## src/rtl/flash_cmd_pkg.sv

```systemverilog
package flash_cmd_pkg;

    localparam int BUS_AW = 11;
    localparam int DW     = 8;

    localparam logic [BUS_AW-1:0] UNL_ADDR_A = 11'h555;
    localparam logic [BUS_AW-1:0] UNL_ADDR_B = 11'h2AA;
    localparam logic [DW-1:0]     UNL_DATA_A = 8'hAA;
    localparam logic [DW-1:0]     UNL_DATA_B = 8'h55;
    localparam logic [DW-1:0]     CMD_PROG   = 8'hA0;
    localparam logic [DW-1:0]     CMD_EARM   = 8'h80;
    localparam logic [DW-1:0]     CMD_SECTOR = 8'h30;
    localparam logic [DW-1:0]     CMD_RESUME = 8'h30;
    localparam logic [DW-1:0]     CMD_SUSP   = 8'hB0;
    localparam logic [DW-1:0]     CMD_RESET  = 8'hF0;

    typedef enum logic [3:0] {
        FS_READ, FS_UNL1, FS_UNL2, FS_PSETUP,
        FS_EARM, FS_EUNL1, FS_EUNL2,
        FS_PBUSY, FS_EBUSY, FS_FAIL
    } fsm_t;

    typedef struct packed {
        logic [BUS_AW-1:0] addr;
        logic [DW-1:0]     data;
    } bus_wr_t;

    function automatic logic [DW-1:0] status_byte(input logic poll, input logic tog, input logic tmo);
        return {poll, tog, tmo, 5'b0};
    endfunction

    function automatic logic wr_is(input bus_wr_t w, input logic [BUS_AW-1:0] a, input logic [DW-1:0] d);
        return (w.addr == a) && (w.data == d);
    endfunction

endpackage

```

## src/rtl/fcsm_bus_edge.sv

```systemverilog
module fcsm_bus_edge
    import flash_cmd_pkg::*;
(
    input  logic              clk,
    input  logic              rst,
    input  logic              ce_n,
    input  logic              we_n,
    input  logic              oe_n,
    input  logic [BUS_AW-1:0] addr,
    input  logic [DW-1:0]     wdata,
    output logic              wr_valid,
    output bus_wr_t           wr,
    output logic              rd_stb
);
    logic              we_q, oe_q;
    logic [BUS_AW-1:0] addr_lat;
    logic              we_fall;

    assign we_fall  = we_q & ~we_n & ~ce_n;
    assign wr_valid = ~we_q & we_n & ~ce_n;
    assign rd_stb   = oe_q & ~oe_n & ~ce_n & we_n;
    assign wr.addr  = addr_lat;
    assign wr.data  = wdata;

    always_ff @(posedge clk) begin
        if (rst) begin
            we_q     <= 1'b1;
            oe_q     <= 1'b1;
            addr_lat <= '0;
        end else begin
            we_q <= we_n;
            oe_q <= oe_n;
            if (we_fall) addr_lat <= addr;
        end
    end

    // address captured at the falling edge survives a changing bus
    p_addr_hold_r3: assert property (@(posedge clk) disable iff (rst)
        (!we_q && !we_n) |=> (addr_lat == $past(addr_lat)));

endmodule

```

## src/rtl/fcsm_ctrl.sv

```systemverilog
module fcsm_ctrl
    import flash_cmd_pkg::*;
#(
    parameter int WORDS         = 64,
    parameter int SECTORS       = 4,
    parameter int PROG_CYCLES   = 6,
    parameter int ERASE_CYCLES  = 40,
    parameter bit FORCE_TIMEOUT = 1'b0
) (
    input  logic                       clk,
    input  logic                       rst,
    input  logic                       wr_valid,
    input  bus_wr_t                    wr,
    output fsm_t                       state_o,
    output logic                       susp_o,
    output logic                       prog_go,
    output logic [$clog2(WORDS)-1:0]   prog_idx,
    output logic [DW-1:0]              prog_data,
    output logic                       erase_go,
    output logic [$clog2(SECTORS)-1:0] erase_sec
);
    localparam int IDX_W = $clog2(WORDS);
    localparam int SEC_W = $clog2(SECTORS);
    localparam int PCW   = $clog2(PROG_CYCLES + 1);
    localparam int ECW   = $clog2(ERASE_CYCLES + 1);

    fsm_t            state_q;
    logic            susp_q;
    logic [PCW-1:0]  pcnt_q;
    logic [ECW-1:0]  ecnt_q;
    logic [IDX_W-1:0] pidx_q;
    logic [DW-1:0]   pdata_q;
    logic [SEC_W-1:0] esec_q;

    assign state_o   = state_q;
    assign susp_o    = susp_q;
    assign prog_idx  = pidx_q;
    assign prog_data = pdata_q;
    assign erase_sec = esec_q;
    assign prog_go   = (state_q == FS_PBUSY) && (pcnt_q == '0) && !FORCE_TIMEOUT;
    assign erase_go  = (state_q == FS_EBUSY) && (ecnt_q == '0);

    always_ff @(posedge clk) begin
        if (rst) begin
            state_q <= FS_READ;
            susp_q  <= 1'b0;
            pcnt_q  <= '0;
            ecnt_q  <= '0;
            pidx_q  <= '0;
            pdata_q <= '1;
            esec_q  <= '0;
        end else begin
            unique case (state_q)
                FS_READ: if (wr_valid) begin
                    if (wr_is(wr, UNL_ADDR_A, UNL_DATA_A)) state_q <= FS_UNL1;
                    else if (susp_q && wr.data == CMD_RESUME) begin
                        state_q <= FS_EBUSY;
                        susp_q  <= 1'b0;
                    end
                end
                FS_UNL1: if (wr_valid)
                    state_q <= wr_is(wr, UNL_ADDR_B, UNL_DATA_B) ? FS_UNL2 : FS_READ;
                FS_UNL2: if (wr_valid) begin
                    if (wr_is(wr, UNL_ADDR_A, CMD_PROG)) state_q <= FS_PSETUP;
                    else if (!susp_q && wr_is(wr, UNL_ADDR_A, CMD_EARM)) state_q <= FS_EARM;
                    else state_q <= FS_READ;
                end
                FS_PSETUP: if (wr_valid) begin
                    pidx_q  <= wr.addr[IDX_W-1:0];
                    pdata_q <= wr.data;
                    pcnt_q  <= PCW'(PROG_CYCLES - 1);
                    state_q <= FS_PBUSY;
                end
                FS_EARM: if (wr_valid)
                    state_q <= wr_is(wr, UNL_ADDR_A, UNL_DATA_A) ? FS_EUNL1 : FS_READ;
                FS_EUNL1: if (wr_valid)
                    state_q <= wr_is(wr, UNL_ADDR_B, UNL_DATA_B) ? FS_EUNL2 : FS_READ;
                FS_EUNL2: if (wr_valid) begin
                    if (wr.data == CMD_SECTOR) begin
                        esec_q  <= wr.addr[IDX_W-1 -: SEC_W];
                        ecnt_q  <= ECW'(ERASE_CYCLES - 1);
                        state_q <= FS_EBUSY;
                    end else begin
                        state_q <= FS_READ;
                    end
                end
                FS_PBUSY: begin
                    if (pcnt_q == '0) state_q <= FORCE_TIMEOUT ? FS_FAIL : FS_READ;
                    else pcnt_q <= pcnt_q - 1'b1;
                end
                FS_EBUSY: begin
                    if (ecnt_q == '0) state_q <= FS_READ;
                    else if (wr_valid && wr.data == CMD_SUSP) begin
                        state_q <= FS_READ;
                        susp_q  <= 1'b1;
                    end else ecnt_q <= ecnt_q - 1'b1;
                end
                FS_FAIL: if (wr_valid && wr.data == CMD_RESET) state_q <= FS_READ;
                default: state_q <= FS_READ;
            endcase
        end
    end

    p_prog_finish_r1: assert property (@(posedge clk) disable iff (rst)
        (state_q == FS_PBUSY && pcnt_q == '0 && !FORCE_TIMEOUT) |=> (state_q == FS_READ));

    p_fail_hold_r7: assert property (@(posedge clk) disable iff (rst)
        (state_q == FS_FAIL && !(wr_valid && wr.data == CMD_RESET)) |=> (state_q == FS_FAIL));

    p_erase_frozen_r8: assert property (@(posedge clk) disable iff (rst)
        (state_q == FS_READ && susp_q) |=> (ecnt_q == $past(ecnt_q)));

    p_resume_ignored_r9: assert property (@(posedge clk) disable iff (rst)
        (wr_valid && wr.data == CMD_RESUME && state_q == FS_READ && !susp_q)
        |=> (state_q == FS_READ && !susp_q));

endmodule

```

## src/rtl/fcsm_array.sv

```systemverilog
module fcsm_array
    import flash_cmd_pkg::*;
#(
    parameter int WORDS   = 64,
    parameter int SECTORS = 4
) (
    input  logic                       clk,
    input  logic                       rst,
    input  logic                       prog_go,
    input  logic [$clog2(WORDS)-1:0]   prog_idx,
    input  logic [DW-1:0]              prog_data,
    input  logic                       erase_go,
    input  logic [$clog2(SECTORS)-1:0] erase_sec,
    input  logic [$clog2(WORDS)-1:0]   rd_idx,
    output logic [DW-1:0]              rd_word
);
    localparam int IDX_W = $clog2(WORDS);
    localparam int SEC_W = $clog2(SECTORS);
    localparam int WPS   = WORDS / SECTORS;

    logic [DW-1:0]    mem [WORDS];
    logic [IDX_W-1:0] esec_first;

    assign rd_word    = mem[rd_idx];
    assign esec_first = {erase_sec, {(IDX_W-SEC_W){1'b0}}};

    always_ff @(posedge clk) begin
        if (rst) begin
            for (int i = 0; i < WORDS; i++) mem[i] <= '1;
        end else if (erase_go) begin
            for (int i = 0; i < WORDS; i++)
                if (SEC_W'(i / WPS) == erase_sec) mem[i] <= '1;
        end else if (prog_go) begin
            mem[prog_idx] <= mem[prog_idx] & prog_data;
        end
    end

    p_prog_clears_r1: assert property (@(posedge clk) disable iff (rst)
        prog_go |=> ((mem[prog_idx] & ~$past(mem[prog_idx])) == '0));

    p_erase_fills_r5: assert property (@(posedge clk) disable iff (rst)
        erase_go |=> (mem[esec_first] == '1));

endmodule

```

## src/rtl/flash_cmd_top.sv

```systemverilog
module flash_cmd_top
    import flash_cmd_pkg::*;
#(
    parameter int WORDS         = 64,
    parameter int SECTORS       = 4,
    parameter int PROG_CYCLES   = 6,
    parameter int ERASE_CYCLES  = 40,
    parameter bit FORCE_TIMEOUT = 1'b0
) (
    input  logic        clk,
    input  logic        rst,
    input  logic        ce_n,
    input  logic        we_n,
    input  logic        oe_n,
    input  logic [10:0] addr,
    input  logic [7:0]  wdata,
    output logic [7:0]  rdata,
    output logic        ready
);
    localparam int IDX_W = $clog2(WORDS);
    localparam int SEC_W = $clog2(SECTORS);

    logic             wr_valid, rd_stb;
    bus_wr_t          wr;
    fsm_t             state;
    logic             susp;
    logic             prog_go, erase_go;
    logic [IDX_W-1:0] prog_idx;
    logic [DW-1:0]    prog_data, rd_word;
    logic [SEC_W-1:0] erase_sec;
    logic             busy_p, busy_e, toggle_q;

    fcsm_bus_edge u_edge (
        .clk(clk), .rst(rst), .ce_n(ce_n), .we_n(we_n), .oe_n(oe_n),
        .addr(addr), .wdata(wdata), .wr_valid(wr_valid), .wr(wr), .rd_stb(rd_stb)
    );

    fcsm_ctrl #(
        .WORDS(WORDS), .SECTORS(SECTORS), .PROG_CYCLES(PROG_CYCLES),
        .ERASE_CYCLES(ERASE_CYCLES), .FORCE_TIMEOUT(FORCE_TIMEOUT)
    ) u_ctrl (
        .clk(clk), .rst(rst), .wr_valid(wr_valid), .wr(wr),
        .state_o(state), .susp_o(susp), .prog_go(prog_go), .prog_idx(prog_idx),
        .prog_data(prog_data), .erase_go(erase_go), .erase_sec(erase_sec)
    );

    fcsm_array #(.WORDS(WORDS), .SECTORS(SECTORS)) u_array (
        .clk(clk), .rst(rst), .prog_go(prog_go), .prog_idx(prog_idx),
        .prog_data(prog_data), .erase_go(erase_go), .erase_sec(erase_sec),
        .rd_idx(addr[IDX_W-1:0]), .rd_word(rd_word)
    );

    assign busy_p = (state == FS_PBUSY) || (state == FS_FAIL);
    assign busy_e = (state == FS_EBUSY);
    assign ready  = !(busy_p || busy_e);

    always_ff @(posedge clk) begin
        if (rst) toggle_q <= 1'b0;
        else if (rd_stb && (busy_p || busy_e)) toggle_q <= ~toggle_q;
    end

    always_comb begin
        if (busy_p)      rdata = status_byte(~prog_data[7], toggle_q, state == FS_FAIL);
        else if (busy_e) rdata = status_byte(1'b0, toggle_q, 1'b0);
        else             rdata = rd_word;
    end

    p_toggle_flip_r6: assert property (@(posedge clk) disable iff (rst)
        (rd_stb && !ready) |=> (toggle_q != $past(toggle_q)));

    p_toggle_hold_r6: assert property (@(posedge clk) disable iff (rst)
        ready |=> $stable(toggle_q));

    p_ready_suspended_r8: assert property (@(posedge clk) disable iff (rst)
        (state == FS_READ && susp) |-> ready);

    p_no_go_overlap_r11: assert property (@(posedge clk) disable iff (rst)
        $countones({prog_go, erase_go}) <= 1);

endmodule

```

## config.mk

```make
export PLATFORM = sky130hd
export DESIGN_NAME = flash_cmd_top
export DESIGN_NICKNAME = d
export VERILOG_FILES = /design/src/rtl/flash_cmd_pkg.sv /design/src/rtl/fcsm_bus_edge.sv /design/src/rtl/fcsm_ctrl.sv /design/src/rtl/fcsm_array.sv /design/src/rtl/flash_cmd_top.sv
export SDC_FILE = /design/constraint.sdc
export NUM_CORES = 1
export LEC_CHECK = 0
export CORE_MARGIN = 1.5
export CORE_UTILIZATION = 50
export CTS_CLUSTER_DIAMETER = 50
export DETAILED_ROUTE_END_ITERATION = 8
export PLACE_DENSITY = 0.66
export REMOVE_ABC_BUFFERS = 1
export SETUP_SLACK_MARGIN = 0.3
export SLEW_MARGIN = 30
export SYNTH_ARGS = -nofsm -noshare
export SYNTH_HDL_FRONTEND = slang
export SYNTH_HIERARCHICAL = 1
export SYNTH_SLANG_ARGS = --single-unit
```

## constraint.sdc

```tcl
create_clock -name clk -period 13.7 [get_ports clk]
set_input_delay 4.11 -clock clk [delete_from_list [all_inputs] [get_ports clk]]
set_output_delay 4.11 -clock clk [all_outputs]
set_load 0.005 [all_outputs]
```

Yosys cells after proc, flatten, opt, wreduce, memory -nomap -nowiden

Memories as Yosys holds them, arrays and structs flattened. A register that Yosys moved wholly into a read port is not among the register bits.
Cells that the tools add are included.

Register bits after elaboration: 44
Latch bits: 0
RAM bits: 512
Bits in read-only memories: 0
Bits of input ports: 24
Output and inout bits: 9
Logic and storage cells: 287
Memories kept: 1

Add/sub/neg operators: 2
Multiply operators: 0
Div/mod/pow operators: 0
Magnitude comparators: 0
Eq/ne operators: 39
Shifts and indexed selects: 0
Muxes and demuxes: 127
Bitwise gates (word level): 78
Reduce and logical (&&, ||, !) cells: 29

Memories:

| name        | words | width | read ports | clocked after Yosys merged registers in | wr ports | RTL line         | source |
|---|---|---|---|---|---|---|---|
| u_array.mem | 64    | 8     | 2          | 1                                       | 64       | fcsm_array.sv:21 | `logic [DW-1:0] mem [WORDS];` |

Operators with widths:

| kind                 | count |
|---|---|
| $mux 8               | 67 |
| $or 1x1->1           | 64 |
| $mux 4               | 15 |
| $mux 6               | 7 |
| $eq 8x8->1 const B   | 5 |
| $pmux 4 s10          | 1 |
| $mux 1               | 28 |
| $ne 2x1->1 const B   | 12 |
| $eq 4x3->1 const B   | 4 |
| $mux 3               | 5 |
| $pmux 6 s2           | 1 |
| $eq 11x10->1 const B | 1 |
| $eq 11x11->1 const B | 1 |
| $logic_and 1x1->1    | 11 |
| $reduce_and 11->1    | 1 |
| $and 8x8->8          | 1 |
| $eq 4x2->1 const B   | 2 |
| $eq 4x4->1 const B   | 2 |
| $eq 8x6->1 const B   | 1 |
| $eq 8x7->1 const B   | 1 |
| $ne 2x2->1 const B   | 4 |
| $reduce_or 8->1      | 1 |
| $and 1x1->1          | 7 |
| $logic_not 6->1      | 1 |
| other kinds (20)     | 32 |

Longest topological paths before layout

Depth in word-level cells: 8
Depth in mapped cells: 13
Gate-level depth less buffers: 9

Hierarchy

Netlist, hierarchy kept.

Modules (own cells, without submodules):

| module        | times used | cells an instance | area each (µm²) | seq. area each (µm²) |
|---|---|---|---|---|
| fcsm_array    | 1          | 2065              | 27157.3         | 15374.7 |
| fcsm_ctrl     | 1          | 204               | 1675.4          | 600.6 |
| fcsm_bus_edge | 1          | 62                | 635.6           | 260.2 |
| flash_cmd_top | 1          | 25                | 191.4           | 20.0 |

Worst setup path before layout

No wires, ideal clock.

Kind: input to output
Start point: input addr[0]
End point: output rdata[6]
Arrival: 6.448 ns
Setup slack: 3.142 ns
Stages: 6
Cells stage by stage: buf_2 buf_1 mux4_2 mux4_2 a221o_1 mux2_4

Word-level cells in the longest chain between the ends: 3

Ends and longest elaborated chain:

| what                 | RTL line            | source |
|---|---|---|
| from (decl)          | flash_cmd_top.sv:15 | `input logic [10:0] addr,` |
| $mem_v2 64x8         | n/a                 |  |
| named net rd_word[6] | flash_cmd_top.sv:29 | `logic [DW-1:0] prog_data, rd_word;` |
| $mux 8               | flash_cmd_top.sv:64 | `else if (busy_e) rdata = status_byte(1'b0, toggle_q, 1'b0);` |
| $mux 8               | flash_cmd_top.sv:63 | `if (busy_p) rdata = status_byte(~prog_data[7], toggle_q, state == FS_FAIL);` |
| to (decl)            | flash_cmd_top.sv:17 | `output logic [7:0] rdata,` |

The timed path passes the listed nets, and every way through them passes these cells.

Worst setup path after layout

Start point: input addr[1]
End point: output rdata[7]

The elaborated chain is that of the path after synthesis.

==> impl_metrics.yaml <==
clocking:
  clockBufferDepth: 3
  clk_pin_slew_ns: 0.06
  clock_sinks: 556
  cts_setup_buffers: 0
  htreeDepth: 3
  post_cts_resized: 0
  tritoncts: "done"
  cts_buffers: 68
  insertion_delay_ns: 0.62
  postCtsHoldBufs: 0
  root_buffer: "clkbuf_16"
floorplan:
  die_h_um: 247
  die_area_um2: 60800
  pin_count: 33
  die_width_um: 247
  std_cell_rows: 89
  initial_core_util_pct: 50.4
  coreArea_um2: 58800
placed_design:
  dpl.hpwl_um: 69300
  place_inst: 3039
  place.gp.congestion: 1.05
  io_buffers: 32
logic_synthesis:
  synth.avg_cell_area_um2: 12.6
  synth_edf_count: 512
  synthArstFlopShare_pct: 0
  ys_types: 92
  yosysSeqAreaShare_pct: 54.8
  ys_top_cells_by_area: "edfxtp_1 (52%), mux4_2 (13%), nand2_1 (7.6%), mux2i_1 (4.0%), dfxtp_1 (3.0%)"
  synthTopCellsByCount: "nand2_1 (603), edfxtp_1 (512), mux4_2 (172)"
  synth_top_area_share_pct: 51.8
  yosysTopAreaCell: "edfxtp_1"
  synth.cell_area_um2: 29700
  ys_seq_elements: 556
  synth_cells: 2356
  yosysWarnings: 6
  ys.flop_type: "edfxtp_1"
  yosysMostFrequentCell: "nand2_1"
layout:
  drive_above_1_share_pct: 19.1
  fill_cells: 4785
  diodes: 0
  syn2layout_area_growth_pct: 10.2
  register_area_um2: 16300
  fin_nets: 2364
  final_cells: 3165
  multiInputGateArea_um2: 12200
sta:
  post-route-min-period_ns: 11.57
  rsz0062_at_grt: "false"
  fin_skew_ns: 0.0255
  timing.final.crit_share_pct: 84.4
  slew_violations: 0
  tightest_slew_ns: 1.05
  finalHoldViolCount: 0
  relSlewSlack_pct: 29.5
  max_freq_ghz: 0.0864
  fin_tns_setup_ns: 0
  setup_viol: 0
critical_path:
  cp-start-kind: "input pin"
  cp_top_family: "buffers and inverters"
  cp_num_buf_inv: 3
  cp.arrival_ns: 7.46
  path_cells: "buf_6 -> buf_4 -> mux4_2 -> mux4_2 -> o22ai_1 -> nor2_1 -> a32o_1 -> clkdlybuf4s50_1"
  crit_fanout: 88
  critPathSlowestCell: "buf_6"
  crit_required_ns: 9.59
  cp_slowest_stage_delay_ns: 0.64
  reg2reg_slack_ns: 8.15
  path_class: "input pin to primary output"
  end_kind: "primary output"
  cp_common_cell: "mux4_2"
detailed_routing:
  routed_wl_um: 101000
  first_pass_iters: 6
  wl_per_cell_um: 31.8
  drt_iter0_drc: 3244
  via_per_inst: 6.88
  vias: 21800
  final_antenna_net_count: 0
  drc: 0
job:
  cap_viol_max_count: 0
power_and_ir_drop:
  power.leakage_nw: 9.59
  ir_drop_v: 0.000111
  p_per_area_nw_per_um2: 124
  total_power_w: 0.00404
global_route:
  top_usage_layer: "met2"
  grtUsageMet2_pct: 51.0
  antenna_found_initial: 1
  grt_pass1_vias: 21000
  grt_max_degree: 89
  grt_overflow: 0
  grt_util_met3_pct: 6.99
  grt_pass1_wl_um: 146000
  grt_usage_pct: 33.4
  met1_usage_pct: 45.1
outcome:
  status: "complete, no violations"
hold_path:
  hold_class: "flip-flop to flip-flop"
kinds of logic after synthesis:
kind of cell	Yosys count	synth area share, %
buffers and inverters	213	4.40
DFF	556	54.8
and+or+nand+nor	868	12.6
adders and majority gates	4	0.169
AOI/OAI and AO/OA	373	8.94
muxes	339	18.9
xor gates and xnor gates	3	0.0886
per-layer routing:
metal  share of wire (%)  wire length [um]  up-vias
met4                 5.6              5680        0
met5                   0                 0        -
met2                  45             45200     1696
met1                  37             37500    10800
met3                  12             12200      308
li1                    -                 -     8961
layout make-up:
class,count,share of cell area (%)
flip-flops and latches,556,49.7
multi-input cells,1587,37.2
clock buffers,83,5.72
well taps,773,2.96
repair buffers,108,2.82
clock inverters,43,1.33
inverters,15,0.172
where the power goes:
group          internal (W)  leakage (nW)  total, W  switching (W)
Sequential          0.00191          5.12   0.00196      0.0000479
Clock               0.00108          1.11   0.00184       0.000753
Combinational      0.000115          3.36  0.000247       0.000132
Total               0.00311          9.59   0.00404       0.000933
registers in the layout, indices dropped and copies added, names as in the netlist:
register,cells
u_edge/oe_q,1
u_array/mem,512
u_edge/we_q,1
u_ctrl/prog_idx,6
u_ctrl/ecnt_q,6
u_ctrl/state_o,4
u_ctrl/erase_sec,2
u_ctrl/susp_o,1
u_ctrl/pcnt_q,3
u_ctrl/prog_data,8
u_edge/addr_lat,11
toggle_q,1
metrics by stage:
stage | hold slack, ns | utilization [%] | area [um2] | worst slack [ns]
after global placement | 0.469 | 51.6 | 30300 | 2.25
after global routing | 0.500 | 55.6 | 32700 | 2.05
after detailed placement | 0.478 | 51.6 | 30400 | 2.20
final | 0.489 | 55.6 | 32700 | 2.13
after CTS | 0.486 | 55.6 | 32700 | 2.19
after floorplan | 0.442 | - | 28400 | 3.99
final timing paths:
kind / start / end / cells past startpoint
hold reg to reg: u_edge/addr_lat[9] / u_edge/addr_lat[9] / 2
setup reg to reg: u_ctrl/prog_idx[2] / u_array/mem[34][7] / 10
setup / recovery: addr[1] / rdata[7] / 8
hold / removal: u_edge/addr_lat[9] / u_edge/addr_lat[9] / 2
worst register-to-register path: stages, from the launching register on:
cell and delay (ns):
dfxtp_4 0.33, buf_4 0.63, buf_4 0.83, nand2b_1 0.71, o22ai_1 0.20, o21ai_0 0.31, nand2_1 0.27, nand4b_1 0.36
a21oi_4 0.86, buf_4 0.61, nand2_1 0.19
cell usage in the layout, fill, tap and decap left out, types with 31 or more instances in the layout:
cell type and n:
a21oi_1 42, a221oi_1 52, buf_4 74, clkbuf_16 71
dfxtp_1 41, edfxtp_1 512, mux2_2 35, mux2i_1 120
mux4_2 172, nand2_1 603, nand2b_1 31, nor2_1 112
o21ai_0 65, o21ai_1 36, o22ai_1 47
Power figures use the tool's default switching activity.
